==> src/rtl/fp_round_pkg.sv <==
package fp_round_pkg;

  typedef enum logic [1:0] {
    RND_NEAR_EVEN = 2'b00,
    RND_TO_ZERO   = 2'b01,
    RND_TO_POS    = 2'b10,
    RND_TO_NEG    = 2'b11
  } rnd_mode_e;

  typedef struct packed {
    logic guard;
    logic rnd;
    logic sticky;
  } tail_bits_t;

endpackage

==> src/rtl/fp_round_decide.sv <==
module fp_round_decide
  import fp_round_pkg::*;
(
  input  logic       sign_i,
  input  logic       lsb_i,
  input  tail_bits_t tail_i,
  input  logic [1:0] mode_i,
  output logic       bump_o,
  output logic       lost_o
);

  rnd_mode_e mode_q;
  logic      any_below;
  logic      above_half;
  logic      exact_half;

  always_comb begin
    mode_q     = rnd_mode_e'(mode_i);
    any_below  = tail_i.guard | tail_i.rnd | tail_i.sticky;
    above_half = tail_i.guard & (tail_i.rnd | tail_i.sticky);
    exact_half = tail_i.guard & ~tail_i.rnd & ~tail_i.sticky;
    unique case (mode_q)
      RND_NEAR_EVEN: bump_o = above_half | (exact_half & lsb_i);
      RND_TO_ZERO:   bump_o = 1'b0;
      RND_TO_POS:    bump_o = any_below & ~sign_i;
      RND_TO_NEG:    bump_o = any_below & sign_i;
      default:       bump_o = 1'b0;
    endcase
    lost_o = any_below;
  end

  always_comb begin
    AST_NO_BUMP_WHEN_EXACT: assert (!(bump_o && !lost_o)) else $error("bump on exact value");
    AST_NEAR_LOW_HALF: assert (!(mode_q == RND_NEAR_EVEN && !tail_i.guard && bump_o)) else $error("bump below half");
  end

endmodule

==> src/rtl/fp_round_incr.sv <==
module fp_round_incr #(
  parameter int unsigned WIDTH     = 24,
  parameter bit          USE_CHAIN = 1'b1
) (
  input  logic [WIDTH-1:0] val_i,
  input  logic             inc_i,
  output logic [WIDTH-1:0] sum_o,
  output logic             cout_o
);

  generate
    if (USE_CHAIN) begin : g_chain
      logic [WIDTH:0] cy;
      assign cy[0] = inc_i;
      for (genvar i = 0; i < WIDTH; i++) begin : g_bit
        assign sum_o[i]  = val_i[i] ^ cy[i];
        assign cy[i+1]   = val_i[i] & cy[i];
      end
      assign cout_o = cy[WIDTH];
    end else begin : g_adder
      logic [WIDTH:0] wide;
      assign wide   = {1'b0, val_i} + {{WIDTH{1'b0}}, inc_i};
      assign sum_o  = wide[WIDTH-1:0];
      assign cout_o = wide[WIDTH];
    end
  endgenerate

  always_comb begin
    AST_COUT_NEEDS_ONES: assert (!(cout_o && !(&val_i))) else $error("carry without all-ones");
    AST_COUT_ZERO_SUM: assert (!(cout_o && (|sum_o))) else $error("carry with nonzero sum");
  end

endmodule

==> src/rtl/fp_round_unit.sv <==
module fp_round_unit
  import fp_round_pkg::*;
#(
  parameter int unsigned SIG_W     = 24,
  parameter bit          USE_CHAIN = 1'b1
) (
  input  logic             sign_i,
  input  logic [SIG_W-1:0] sig_i,
  input  logic             guard_i,
  input  logic             round_i,
  input  logic             sticky_i,
  input  logic [1:0]       mode_i,
  output logic [SIG_W-1:0] sig_o,
  output logic             carry_o,
  output logic             inexact_o
);

  localparam int unsigned EXT_W = SIG_W + 1;

  tail_bits_t tail;
  logic       bump;

  assign tail = '{guard: guard_i, rnd: round_i, sticky: sticky_i};

  fp_round_decide u_decide (
    .sign_i (sign_i),
    .lsb_i  (sig_i[0]),
    .tail_i (tail),
    .mode_i (mode_i),
    .bump_o (bump),
    .lost_o (inexact_o)
  );

  fp_round_incr #(
    .WIDTH     (SIG_W),
    .USE_CHAIN (USE_CHAIN)
  ) u_incr (
    .val_i  (sig_i),
    .inc_i  (bump),
    .sum_o  (sig_o),
    .cout_o (carry_o)
  );

  logic [EXT_W-1:0] diff;
  always_comb begin
    diff = {carry_o, sig_o} - {1'b0, sig_i};
    AST_ONE_LSB_STEP: assert (diff <= EXT_W'(1)) else $error("step above one LSB");
    AST_TRUNC_HOLDS: assert (!(mode_i == 2'b01 && (carry_o || sig_o != sig_i))) else $error("truncate changed value");
    AST_POS_NEG_KEEP: assert (!(mode_i == 2'b10 && sign_i && diff != '0)) else $error("up-mode moved negative");
    AST_NEG_POS_KEEP: assert (!(mode_i == 2'b11 && !sign_i && diff != '0)) else $error("down-mode moved positive");
    AST_EXACT_PASS: assert (!(!guard_i && !round_i && !sticky_i && diff != '0)) else $error("exact value moved");
  end

endmodule

==> config.mk <==
export PLATFORM = sky130hd
export DESIGN_NAME = fp_round_unit
export DESIGN_NICKNAME = d
export VERILOG_FILES = /design/src/rtl/fp_round_pkg.sv /design/src/rtl/fp_round_decide.sv /design/src/rtl/fp_round_incr.sv /design/src/rtl/fp_round_unit.sv
export SDC_FILE = /design/constraint.sdc
export NUM_CORES = 1
export LEC_CHECK = 0
export BUFFER_PORTS_ARGS = -buffer_cell sky130_fd_sc_hd__clkbuf_2
export CAP_MARGIN = 10
export CORE_AREA = 2 2 39 41
export DETAILED_ROUTE_END_ITERATION = 8
export DIE_AREA = 0 0 41 43
export PLACE_DENSITY = 0.87
export SLEW_MARGIN = 25
export SYNTH_ARGS = -nofsm -noshare
export SYNTH_HDL_FRONTEND = slang
export SYNTH_HIERARCHICAL = 1
export SYNTH_SLANG_ARGS = --single-unit
==> constraint.sdc <==
create_clock -name vclk -period 4.3
set_input_delay 0 -clock vclk [all_inputs]
set_output_delay 0 -clock vclk [all_outputs]
set_load 0.02 [all_outputs]
# == Yosys cells after proc, flatten, opt, wreduce, memory -nomap -nowiden ==
# Cells that the tools add are included.
# classes
addsub,0
mul,0
n_div,0
order_cmp,0
eq_ne,3
shifts,0
muxes,1
bitwise_logic,61
n_reduce_logical,1
# ops
op,n
1-bit bitwise AND,30
1-bit bitwise XOR,24
2-bit equality test (second input constant),2
1-bit OR,4
1-bit case mux with 4 select lines,1
1-bit inverter,3
2-bit by 1-bit equality test with 1-bit output (second input constant),1
2-bit zero test,1
# totals
regBits,0
latch_bits,0
ramBits,0
rom_bits,0
inputBits,30
out_inout_bits,26
wordCells,66
memories,0

# == Longest topological paths before layout ==
# Gate-level depths: netlist of the first run.
# logic_depth
word_depth,30
depth_mapped,27
depth_no_buf,27

# == Cells and area by module ==
# Netlist of the first run, hierarchy kept.
# by_module_without_submodules
mod,n_inst,cells_each,area_each_um2,seq_area_each_um2
fp_round_incr,1,24,300.3,0.0
fp_round_decide,1,7,40.0,0.0

# == Least setup slack after synthesis of the first run ==
# OpenSTA, ideal clock, no wires.
# synth_path
kind,input port to output port
from,input round_i
to,output sig_o[23]
t_arrival_ns,4.731
required_time_ns,4.300
setup_slack_ns,-0.431
path_stages,27
path_buffers,0
path_cell_list,or2_1 -> a21oi_1 -> nor3_1 -> ha_1 -> ha_1 -> ha_1 -> ha_1 -> ha_1 -> ha_1 -> ha_1 -> ha_1 -> ha_1 -> ha_1 -> ha_1 -> ha_1 -> ha_1 -> ha_1 -> ha_1 -> ha_1 -> ha_1 -> ha_1 -> ha_1 -> ha_1 -> ha_1 -> ha_1 -> ha_1 -> ha_1
# synth_between
elab_chain_len,30
elab_cells_between_ends,36
cone_classes,mux (1); bitwise (35)
# synth_lines
item,line,source
"start, declared",fp_round_unit.sv:10,"input logic round_i,"
1-bit inverter,fp_round_decide.sv:21,exact_half = tail_i.guard & ~tail_i.rnd & ~tail_i.sticky;
1-bit bitwise AND (2 in series),fp_round_decide.sv:21,
1-bit bitwise AND,fp_round_decide.sv:23,RND_NEAR_EVEN: bump_o = above_half | (exact_half & lsb_i);
1-bit OR,fp_round_decide.sv:23,
1-bit case mux with 4 select lines (*),fp_round_decide.sv:22,unique case (mode_q)
net bump,fp_round_unit.sv:21,logic bump;
1-bit bitwise AND (*) (23 in series),fp_round_incr.sv:17,assign cy[i+1] = val_i[i] & cy[i];
1-bit bitwise XOR (*),fp_round_incr.sv:16,assign sum_o[i] = val_i[i] ^ cy[i];
"end, declared",fp_round_unit.sv:13,"output logic [SIG_W-1:0] sig_o,"
# The timed path passes the listed nets; every way through them passes the cells marked *.

# == Final worst setup path of the first run ==
# layout_path
from,input sticky_i
to,output sig_o[23]
# layout_between
elab_chain_len,29
elab_cells_between_ends,34
cone_classes,mux (1); bitwise (33)
# layout_lines
item,line,source
"start, declared",fp_round_unit.sv:11,"input logic sticky_i,"
1-bit inverter,fp_round_decide.sv:21,
1-bit bitwise AND,fp_round_decide.sv:21,
1-bit bitwise AND,fp_round_decide.sv:23,
1-bit OR,fp_round_decide.sv:23,
1-bit case mux with 4 select lines (*),fp_round_decide.sv:22,
net bump,fp_round_unit.sv:21,
1-bit bitwise AND (*) (23 in series),fp_round_incr.sv:17,
1-bit bitwise XOR (*),fp_round_incr.sv:16,
# Marked as above.

==> flow_summary.yaml, run 1 <==
outcome:
  outcome: "finished, violations left"
  violations: "negative setup slack"
sta:
  report.final.setup_viol: 3
  fmax_mhz: 221
  final-hold-violation-count: 0
  hold_ws_ps: 327
  slew_headroom: 0.845
  fin_ws_ps: -221
  period_needed_ps: 4520
  rsz0062_at_grt: "true"
  drv_slew: 0
  period_share: 1.05
  worst_slew_pin_slew_ps: 230
setup_path:
  cp_max_fo: 2
  worst_path_most_repeated_cell: "ha_4"
  worstPathRequired_ps: 4300
  cp_slowest_stage_delay_ps: 260
  critPathLaunch: "sticky_i"
  path_class: "in -> out"
  critPathSlowestCell: "or2_4"
  worstSetupEndpointType: "primary output"
  worstSetupStartpointType: "input pin"
  cp.arrival_ps: 4520
yosys:
  synth-compound-area-share: 0.0147
  synth_cell_types: 7
  syn_inst: 31
  synth-simple-area-share: 0.0772
  avgSynthCellArea_sq_um: 11.0
  synthesis.area_sq_um: 340
  ys_warn_count: 6
  synth_mux_area_frac: 0
  synthXorXnorAreaFrac: 0.0257
  syn-num-nets: 85
  synthAdderAreaFrac: 0.882
  synth_top_family_by_area: "adder cells"
  synth.yosys.seq_area_share: 0
place:
  dp.cells: 104
  place_area_sq_um: 938
  detailedPlace.worstSlack_ps: -394
  place.gp.congestion: 0.733
  portBuffers: 56
  dp_hpwl_microns: 1500
global_route:
  grt_pass1_vias: 571
  grt_pass1_wl_microns: 2280
  grt_antenna_before_repair: 0
  grt_max_degree: 4
  grtUsageTotal: 0.182
  grt_overflow: 0
pwr:
  ir_drop_uv: 54.3
  p_leak_uw: 0.000459
  power_density_nw_per_um2: 80.3
drt:
  viasPerCell: 4.95
  drt-total-wl_microns: 1540
  post-route-drc-count: 0
  firstDrtPassIters: 4
  antenna_left: 0
  via_count: 515
  drtIter0Drc: 1
  drt-wirelength-per-cell_microns: 14.8
floorplan:
  die_w_microns: 41
  coreArea_sq_um: 1380
  ios: 56
  die_area_sq_um: 1760
  num_rows: 14
  die_y_microns: 43
  initial_core_util: 0.246
layout:
  layout-drive-gt1-share: 0.966
  layout.cells.most_common_list: "clkbuf_2 (51), ha_4 (23), buf_8 (3)"
  stdcell_count: 104
  nClkBuffers: 0
  final_common_cell: "clkbuf_2"
  insertedDiodeCount: 0
  fillers: 102
  final_util: 0.725
  regArea_sq_um: 0
  final_cell_area_sq_um: 1000
  areaGrowthSynthToFinish_pct: 195
  fin_nets: 144
  seq_cells: 0
min_path:
  holdCritStartpoint: "sig_i[23]"
  hp-class: "in -> out"
job:
  drv_cap: 0
clock_network:
  post-cts-setup-buffers: 0
==> metrics by stage <==
step           power, uW  setup TNS [ps]
6_report            80.5            -430
2_1_floorplan       52.2           -13.3
3_3_place_gp        71.2            -576
4_1_cts             77.6            -551
5_1_grt             88.3            -763
3_5_place_dp        74.3           -1010
==> power breakdown <==
group	internal [uW]	switching, uW	total (uW)
clock	0	0	0
sequential	0	0	0
combinational	35.6	44.9	80.5
==> area by class of cell <==
type / instances / area, sq um / area share
multi-input combinational: 31 / 653 / 0.651
timing repair buffer: 57 / 330 / 0.329
tap: 16 / 20.0 / 0.0200
==> cell families after synthesis <==
group	count (synthesis)
AO/OA/AOI/OAI	1
XOR/XNOR	1
adder cells (fa/ha/maj)	24
AND/OR/NAND/NOR	5
==> synth_stat cells <==
cell | n | area [sq um]
nor3_1 | 2 | 10.0
a21oi_1 | 1 | 5.00
ha_1 | 24 | 300
nand2_1 | 1 | 3.75
or2_1 | 1 | 6.26
or3_1 | 1 | 6.26
xnor2_1 | 1 | 8.76
==> worst max-delay path, delay by kind of cell <==
kind / cells / cell delay, ps
and+or+nand+nor: 3 / 460
buffers and inverters: 2 / 190
adders and majority gates: 24 / 3830
==> final timing paths <==
check / end / cells after the start / slack (ps)
worst max-delay path: sig_o[23] / 29 / -220
worst min-delay path: carry_o / 3 / 330
==> layer usage <==
metal,vias up,wire length [microns],track usage
met5,-,0,0
met4,0,0,0
met3,0,327,0.0733
met2,55,770,0.375
met1,225,442,0.152
li1,235,-,-
==> what timing repair did <==
item	CTS	global route
endpoints found under the setup margin	4	4
hold buffers	0	0
resized for setup	6	11
pin swaps	27	1
No activity file was read; power rests on OpenSTA's default activity.
==> run 2: changes to the inputs <==
==> constraint.sdc (replaced) <==
create_clock -name vclk -period 3.8
set_input_delay 0 -clock vclk [all_inputs]
set_output_delay 0 -clock vclk [all_outputs]
set_load 0.02 [all_outputs]
==> run 2 against run 1 <==
Against the previous run: the run still ends with negative setup slack left; combinational power is 16% higher; global-route usage decreased by 1.4 points; core utilization grew 1.1 points; sequential share of layout area unchanged; via count is 2.7% lower; non-clock buffer count unchanged.
==> flow_summary.yaml, run 2 (synthesis gave the netlist of run 1 again) <==
floorplan:
  num_rows: 14
  ios: 56
  die_y_microns: 43
  die_area_sq_um: 1760
  die_w_microns: 41
  initial_core_util: 0.246
  coreArea_sq_um: 1380
place:
  place_area_sq_um: 938
  portBuffers: 56
  dp.cells: 104
  place.gp.congestion: 0.683
sta:
  worst_slew_pin_slew_ps: 164
  drv_slew: 0
  tns_ps: -2170
  final-hold-violation-count: 0
  period_share: 1.17
  slew_headroom: 0.890
  hold_ws_ps: 317
  report.final.setup_viol: 6
  rsz0062_at_grt: "true"
  fmax_mhz: 226
  fin_ws_ps: -630
  period_needed_ps: 4430
layout:
  multi_input_area_sq_um: 642
  seq_cells: 0
  stdcell_count: 104
  layout-drive-gt1-share: 0.955
  final_common_cell: "clkbuf_2"
  final_cell_area_sq_um: 1020
  areaGrowthSynthToFinish_pct: 199
  nClkBuffers: 0
  regArea_sq_um: 0
  insertedDiodeCount: 0
  fin_nets: 144
  layout.cells.most_common_list: "clkbuf_2 (48), ha_4 (23), buf_8 (6)"
  fillers: 82
outcome:
  violations: "negative setup slack"
  outcome: "finished, violations left"
min_path:
  whs_path_depth: 3
  hp-class: "in -> out"
  holdPathEnd: "inexact_o"
  holdCritStartpoint: "sticky_i"
drt:
  drt-total-wl_microns: 1360
  post-route-drc-count: 0
  via_count: 501
  antenna_left: 0
  viasPerCell: 4.82
  firstDrtPassIters: 1
  drtIter0Drc: 0
  drt-wirelength-per-cell_microns: 13.0
setup_path:
  cp_slowest_stage_delay_ps: 260
  worstPathRequired_ps: 3800
  critPathSlowestCell: "ha_4"
  cp.arrival_ps: 4430
  path_delay_family: "adder cells"
  worst_path_most_repeated_cell: "ha_4"
  worstSetupEndpointType: "primary output"
  cp_max_fo: 2
  path_class: "in -> out"
  worst-path-buf-inv: 2
  worstSetupStartpointType: "input pin"
global_route:
  grt_pass1_vias: 517
  grt_antenna_before_repair: 0
  grtUsageTotal: 0.168
  grt_pass1_wl_microns: 2100
  grt_max_degree: 4
  grt_overflow: 0
pwr:
  p_seq_frac: 0
  power_frac_clock: 0
  internal_power_uw: 43.3
  p_sw_frac: 0.535
  power_density_nw_per_um2: 91.5
  p_sw_uw: 49.9
  power.total_uw: 93.2
  p_comb_frac: 1.000
  ir_drop_uv: 67.3
  p_leak_uw: 0.000463
job:
  drv_cap: 0
[run 2: routing by layer]
metal  global-route usage  wire length (microns)  vias to the layer above
li1                     -                      -                      236
met1                0.165                    432                      210
met2                0.328                    638                       55
met3               0.0576                    285                        0
met4                    0                      0                        0
met5                    0                      0                        -
[run 2: worst max path at each step]
stage	slack (ps)	endpoint	start	depth (start not counted)
floorplan	-510	sig_o[23]	round_i	27
global placement	-780	sig_o[23]	round_i	29
detailed placement	-820	sig_o[23]	round_i	29
CTS	-700	sig_o[23]	sticky_i	29
global route	-760	sig_o[23]	sticky_i	29
finish	-630	sig_o[23]	sticky_i	29
[run 2: what timing repair did]
action                     in CTS  in global routing
hold endpoints to repair        0                  0
pin swaps                      27                  1
setup buffers                   0                  0
resized for setup              13                 11
hold buffers                    0                  0
setup endpoints to repair       7                  7
[run 2: stage by stage]
stage / setup slack [ps] / util
floorplan: -513 / -
global placement: -781 / 0.678
detailed placement: -815 / 0.678
CTS: -700 / 0.720
global route: -764 / 0.736
finish: -630 / 0.736
[run 2: tightest hold or removal path: cells and delay by family]
kind	cells	cell delay (ps)
and+or+nand+nor	1	90
buffers and inverters	2	230
[run 2: power groups by stage]
stage | Clock [uW] | Combinational [uW] | Sequential [uW]
floorplan | 0 | 59.1 | 0
global placement | 0 | 81.2 | 0
detailed placement | 0 | 83.7 | 0
CTS | 0 | 90.5 | 0
global route | 0 | 102 | 0
finish | 0 | 93.2 | 0
[run 2: cell type report]
cell class,instances,area share
tap,16,0.0197
timing repair buffer,57,0.350
multi-input combinational,31,0.630
